<file path="config.mk">
export PLATFORM = sky130hd
export DESIGN_NAME = gpio_port
export DESIGN_NICKNAME = d
export VERILOG_FILES = /design/src/rtl/gpio_pkg.sv /design/src/rtl/gpio_regs.sv /design/src/rtl/gpio_sync.sv /design/src/rtl/gpio_halt.sv /design/src/rtl/gpio_pad_ctrl.sv /design/src/rtl/gpio_port.sv
export SDC_FILE = /design/constraint.sdc
export NUM_CORES = 1
export LEC_CHECK = 0
export ABC_CLOCK_PERIOD_IN_PS = 1250
export BUFFER_PORTS_ARGS = -buffer_cell sky130_fd_sc_hd__buf_4
export CORE_MARGIN = 1.5
export CORE_UTILIZATION = 40
export DETAILED_ROUTE_END_ITERATION = 12
export HOLD_SLACK_MARGIN = 0.15
export PLACE_DENSITY_LB_ADDON = 0.1
export SKIP_CTS_REPAIR_TIMING = 1
export SLEW_MARGIN = 20
export SYNTH_ARGS = -nofsm -noshare
export SYNTH_HDL_FRONTEND = slang
export SYNTH_SLANG_ARGS = --single-unit
</file>
<file path="constraint.sdc">
create_clock -name clk_i -period 1.25 [get_ports clk_i]
set_input_delay 0.0625 -clock clk_i [delete_from_list [all_inputs] [get_ports clk_i]]
set_output_delay 0.0625 -clock clk_i [all_outputs]
set_load 0.02 [all_outputs]
</file>
<file path="src/rtl/gpio_pkg.sv">
package gpio_pkg;
  typedef enum logic [1:0] {
    PM_HIZ    = 2'b00,
    PM_PULLUP = 2'b01,
    PM_DRV0   = 2'b10,
    PM_DRV1   = 2'b11
  } pin_mode_e;
endpackage

</file>
<file path="src/rtl/gpio_regs.sv">
module gpio_regs #(
  parameter int          WIDTH        = 8,
  parameter int          ADDR_W       = 8,
  parameter logic [7:0]  DATA_ADDR    = 8'hD3,
  parameter logic [7:0]  CFG_ADDR     = 8'hD5,
  parameter logic [WIDTH-1:0] IN_ONLY_MASK = '0
) (
  input  logic              clk_i,
  input  logic              rst_ni,
  input  logic [ADDR_W-1:0] addr_i,
  input  logic [WIDTH-1:0]  wdata_i,
  input  logic              wr_i,
  output logic [WIDTH-1:0]  data_q_o,
  output logic [WIDTH-1:0]  cfg_q_o
);
  localparam logic [WIDTH-1:0] CfgKeep = ~IN_ONLY_MASK;

  logic wr_data, wr_cfg;
  assign wr_data = wr_i && (addr_i == ADDR_W'(DATA_ADDR));
  assign wr_cfg  = wr_i && (addr_i == ADDR_W'(CFG_ADDR));

  always_ff @(posedge clk_i or negedge rst_ni) begin
    if (!rst_ni) begin
      data_q_o <= '0;
      cfg_q_o  <= '0;
    end else begin
      if (wr_data) data_q_o <= wdata_i;
      // input-only bits never latch a config one
      if (wr_cfg)  cfg_q_o  <= wdata_i & CfgKeep;
    end
  end

  a_r3_data_write: assert property (@(posedge clk_i) disable iff (!rst_ni)
    wr_data |=> data_q_o == $past(wdata_i));
  a_r4_cfg_hold: assert property (@(posedge clk_i) disable iff (!rst_ni)
    !wr_cfg |=> $stable(cfg_q_o));
  a_r6_mask_clear: assert property (@(posedge clk_i) disable iff (!rst_ni)
    (cfg_q_o & IN_ONLY_MASK) == '0);
endmodule

</file>
<file path="src/rtl/gpio_sync.sv">
module gpio_sync #(
  parameter int WIDTH  = 8,
  parameter int STAGES = 2
) (
  input  logic             clk_i,
  input  logic             rst_ni,
  input  logic [WIDTH-1:0] d_i,
  output logic [WIDTH-1:0] q_o
);
  logic [WIDTH-1:0] stage_q [STAGES];

  always_ff @(posedge clk_i or negedge rst_ni) begin
    if (!rst_ni) begin
      for (int s = 0; s < STAGES; s++) stage_q[s] <= '0;
    end else begin
      stage_q[0] <= d_i;
      for (int s = 1; s < STAGES; s++) stage_q[s] <= stage_q[s-1];
    end
  end

  assign q_o = stage_q[STAGES-1];
endmodule

</file>
<file path="src/rtl/gpio_halt.sv">
module gpio_halt #(
  parameter int         ADDR_W    = 8,
  parameter logic [7:0] DATA_ADDR = 8'hD3,
  parameter bit         HALT_EN   = 1'b1
) (
  input  logic              clk_i,
  input  logic              rst_ni,
  input  logic [ADDR_W-1:0] addr_i,
  input  logic              wr_i,
  input  logic              trig_bit_i,
  output logic              halt_o
);
  generate
    if (HALT_EN) begin : g_halt
      logic halt_q;
      always_ff @(posedge clk_i or negedge rst_ni) begin
        if (!rst_ni) halt_q <= 1'b0;
        else         halt_q <= wr_i && trig_bit_i && (addr_i == ADDR_W'(DATA_ADDR));
      end
      assign halt_o = halt_q;

      a_r7_halt_follows: assert property (@(posedge clk_i) disable iff (!rst_ni)
        (wr_i && trig_bit_i && addr_i == ADDR_W'(DATA_ADDR)) |=> halt_o);
      a_r7_halt_cause: assert property (@(posedge clk_i) disable iff (!rst_ni)
        !(wr_i && trig_bit_i && addr_i == ADDR_W'(DATA_ADDR)) |=> !halt_o);
    end else begin : g_no_halt
      assign halt_o = 1'b0;
    end
  endgenerate
endmodule

</file>
<file path="src/rtl/gpio_pad_ctrl.sv">
module gpio_pad_ctrl
  import gpio_pkg::*;
#(
  parameter int WIDTH = 8
) (
  input  logic [WIDTH-1:0] data_i,
  input  logic [WIDTH-1:0] cfg_i,
  output logic [WIDTH-1:0] oe_o,
  output logic [WIDTH-1:0] out_o,
  output logic [WIDTH-1:0] pullup_en_o
);
  for (genvar i = 0; i < WIDTH; i++) begin : g_bit
    pin_mode_e mode;
    assign mode = pin_mode_e'({cfg_i[i], data_i[i]});
    always_comb begin
      oe_o[i]        = 1'b0;
      pullup_en_o[i] = 1'b0;
      unique case (mode)
        PM_HIZ:    ;
        PM_PULLUP: pullup_en_o[i] = 1'b1;
        PM_DRV0,
        PM_DRV1:   oe_o[i] = 1'b1;
        default:   ;
      endcase
    end
    assign out_o[i] = data_i[i];
  end

  always_comb begin
    a_r2_no_pull_when_drive: assert ((oe_o & pullup_en_o) == '0);
  end
endmodule

</file>
<file path="src/rtl/gpio_port.sv">
module gpio_port #(
  parameter int         WIDTH        = 8,
  parameter int         ADDR_W       = 8,
  parameter logic [7:0] DATA_ADDR    = 8'hD3,
  parameter logic [7:0] CFG_ADDR     = 8'hD5,
  parameter logic [7:0] PIN_ADDR     = 8'hD6,
  parameter logic [WIDTH-1:0] IN_ONLY_MASK = 8'hC0,
  parameter bit         HALT_EN      = 1'b1,
  parameter int         HALT_BIT     = 7,
  parameter int         SYNC_STAGES  = 2
) (
  input  logic              clk_i,
  input  logic              rst_ni,
  input  logic [ADDR_W-1:0] addr_i,
  input  logic [WIDTH-1:0]  wdata_i,
  input  logic              wr_i,
  input  logic              rd_i,
  output logic [WIDTH-1:0]  rdata_o,
  input  logic [WIDTH-1:0]  pin_i,
  output logic [WIDTH-1:0]  oe_o,
  output logic [WIDTH-1:0]  out_o,
  output logic [WIDTH-1:0]  pullup_en_o,
  output logic              halt_o
);
  logic [WIDTH-1:0] data_q, cfg_q, pin_sync;

  gpio_regs #(
    .WIDTH(WIDTH), .ADDR_W(ADDR_W), .DATA_ADDR(DATA_ADDR),
    .CFG_ADDR(CFG_ADDR), .IN_ONLY_MASK(IN_ONLY_MASK)
  ) i_regs (
    .clk_i, .rst_ni, .addr_i, .wdata_i, .wr_i,
    .data_q_o(data_q), .cfg_q_o(cfg_q)
  );

  gpio_sync #(.WIDTH(WIDTH), .STAGES(SYNC_STAGES)) i_sync (
    .clk_i, .rst_ni, .d_i(pin_i), .q_o(pin_sync)
  );

  gpio_halt #(.ADDR_W(ADDR_W), .DATA_ADDR(DATA_ADDR), .HALT_EN(HALT_EN)) i_halt (
    .clk_i, .rst_ni, .addr_i, .wr_i,
    .trig_bit_i(wdata_i[HALT_BIT]), .halt_o
  );

  gpio_pad_ctrl #(.WIDTH(WIDTH)) i_pad (
    .data_i(data_q), .cfg_i(cfg_q),
    .oe_o, .out_o, .pullup_en_o
  );

  always_comb begin
    rdata_o = '0;
    if (rd_i) begin
      if      (addr_i == ADDR_W'(DATA_ADDR)) rdata_o = data_q;
      else if (addr_i == ADDR_W'(CFG_ADDR))  rdata_o = cfg_q;
      else if (addr_i == ADDR_W'(PIN_ADDR))  rdata_o = pin_sync;
    end
  end

  a_r6_in_only_never_drive: assert property (@(posedge clk_i) disable iff (!rst_ni)
    (oe_o & IN_ONLY_MASK) == '0);
  a_r7_halt_one_cycle: assert property (@(posedge clk_i) disable iff (!rst_ni)
    halt_o |=> !halt_o || $past(wr_i && addr_i == ADDR_W'(DATA_ADDR)));
  a_r5_pin_write_ignored: assert property (@(posedge clk_i) disable iff (!rst_ni)
    (wr_i && addr_i == ADDR_W'(PIN_ADDR)) |=> $stable(data_q) && $stable(cfg_q));
endmodule

</file>
==> reports/metrics.yaml <==
timing:
  post-route-period-util_pct: 115
  fin_skew_ps: 11.8
  min_period_ps: 1430
  setup_viol: 8
  setup_ws_ps: -184
  hold_viol: 0
  maxSlewViolCount: 0
  fmax_mhz: 697
  rsz0062_at_grt: "true"
setup_path:
  worstPathArrival_ps: 1370
  required_ps: 1190
  r2r_end: "i_regs.cfg_q_o[3]$_DFFE_PN0P_"
  path_class: "flip-flop to output pin"
  reg2reg_depth: 3
  r2r_slack_ps: 240
  worst_setup_path_end_kind: "output pin"
  start_kind: "flip-flop"
  crit_path_max_fanout: 2
  timing.rr.start: "i_regs.cfg_q_o[3]$_DFFE_PN0P_"
cells_and_area:
  final_cell_mix: "buf_4 (74), dfrtp_1 (31), dlygate4sd3_1 (22), mux2_2 (14), nand2_1 (9)"
  final_cell_area_um2: 2340
  drive_above_1_share_pct: 53.8
  nNetsFinal: 237
  final_util_pct: 69.6
  syn2layout_area_growth_pct: 66.7
  final_common_cell: "buf_4"
  antenna_cells: 0
global_route:
  grt_max_degree: 32
  grt_overflow: 0
  grt_pass1_wl_um: 5200
  first_global_vias: 1141
  antenna_found_initial: 0
  track_usage_pct: 17.7
synth:
  syn-cell-area_um2: 1410
  syn_inst: 118
  ys_ff_latch: 31
  netlist-cell-type-count: 23
  synth_top_family_by_area: "simple AND/OR/NAND/NOR gates"
  synthXorXnorAreaFrac_pct: 0
  synthMuxAreaShare_pct: 11.2
  seq_area_frac_synth_pct: 55.2
  synth_compound_area_share_pct: 6.41
  yosys.area_share.adder_pct: 0
  avgSynthCellArea_um2: 11.9
  ys_warn_count: 0
  synth_simple_gate_area_share_pct: 21.8
die:
  io_pins: 61
  die_h_um: 62.3
  rows: 21
  core-area_um2: 3360
  start_util_pct: 41.8
  die_area_um2: 3880
  die_x_um: 62.3
detailed_routing:
  vias: 1216
  via_per_inst: 4.75
  wl_per_cell_um: 14.3
  drc_errors: 0
  first_iter_violations: 37
  routed_wl_um: 3650
  ant_nets: 0
  drtPass1Iterations: 4
hold_path:
  hold_path_class: "primary input to asynchronous set/reset pin"
place:
  portBuffers: 58
  dpl_worst_slack_ps: -162
  place_congestion: 0.761
  place_area_um2: 1900
  dp_hpwl_um: 2280
clock_tree:
  path_clk_slew_ps: 110
  cts.sinks: 31
  cts_tree: "done"
  clockBufferDepth: 2
  numCtsBuffers: 5
  h-tree-depth: 2
  clk_latency_ps: 330
  cts_root_buf: "clkbuf_4"
job:
  max_cap_viol_count: 0
pwr:
  power_density_nw_per_um2: 977
  vdd_drop_max_v: 0.000695
  leakage_nw: 1.18
status:
  status: "complete, but fails checks"
  violations: "negative setup slack"
==> registers in the layout (all words and copies together) (netlist names) <==
name,flops
i_halt.halt_o,1
i_regs.data_q_o,8
i_regs.cfg_q_o,6
i_sync.q_o,8
i_sync.stage_q,8
==> how the worst max path moves through the flow <==
stage	cells past startpoint	slack [ps]	startpoint	to
final	4	-180	i_regs.cfg_q_o[3]$_DFFE_PN0P_	rdata_o[3]
after global routing	4	-230	i_regs.cfg_q_o[1]$_DFFE_PN0P_	rdata_o[1]
after CTS	4	-280	i_regs.cfg_q_o[4]$_DFFE_PN0P_	rdata_o[4]
after detailed placement	5	-160	addr_i[5]	rdata_o[4]
after global placement	5	-120	addr_i[5]	rdata_o[0]
after floorplan	4	-100	addr_i[5]	rdata_o[6]
==> worst max-delay path: stages (launching register included) <==
cell      delay (ps)
dfrtp_1          360
and3b_1          160
o21ai_0           70
a211oi_1         260
buf_4            190
==> through the flow <==
| step | TNS [ps] | power [mW] | hold slack, ps | cells |
|---|---|---|---|---|
| 6_report | -884 | 2.29 | 214 | 256 |
| 2_1_floorplan | -811 | 1.24 | -233 | 119 |
| 4_1_cts | -1700 | 2.22 | -359 | 224 |
| 3_3_place_gp | -1640 | 1.40 | 7.00 | 216 |
| 5_1_grt | -1440 | 2.39 | 237 | 256 |
| 3_5_place_dp | -2040 | 1.41 | 12.2 | 216 |
==> cell usage after synthesis <==
cell type  count  area [µm²]
a211oi_1       6        45.0
a22oi_1        2        15.0
and2b_1        1        7.51
and3b_1        7        61.3
buf_1          1        3.75
buf_4          4        30.0
clkbuf_1      10        37.5
conb_1         1        3.75
dfrtp_1       31         776
mux2_2        14         158
nand2_1        9        33.8
nand2b_1       2        12.5
nand2b_4       1        13.8
nand3b_1       1        7.51
nand3b_4       1        20.0
nand4b_1       1        8.76
nor2_1         6        22.5
nor2b_1        8        50.1
nor3_1         1        5.00
nor3b_1        2        15.0
nor4_4         2        42.5
o21ai_0        6        30.0
or3_1          1        6.26
==> power by group <==
group | switching [mW] | internal, mW | leakage (nW) | total, mW
Sequential | 0.0259 | 1.05 | 0.393 | 1.08
Combinational | 0.182 | 0.222 | 0.742 | 0.404
Clock | 0.337 | 0.472 | 0.0482 | 0.809
==> routing by layer <==
layer / global-route usage [%] / share of wire, %
met5: 0 / 0
met4: 8.06 / 1.4
met3: 6.88 / 4.7
met2: 28.5 / 52
met1: 20.8 / 41
==> layout make-up <==
type | count | area (µm²)
fillers | 271 | 1020
repair buffers | 98 | 807
flip-flops and latches | 31 | 776
multi-input cells | 73 | 616
well taps | 46 | 57.6
clock buffers | 6 | 51.3
clock inverters | 2 | 35.0
==> logic make-up (layout without fill, tap and decap cells) <==
group	after synthesis	count (layout)
AO/OA/AOI/OAI	14	14
buffers and inverters	15	106
flip-flops	31	31
multiplexers	14	14
other	1	2
AND/OR/NAND/NOR	43	43
No activity file was read; power rests on OpenSTA's default activity.
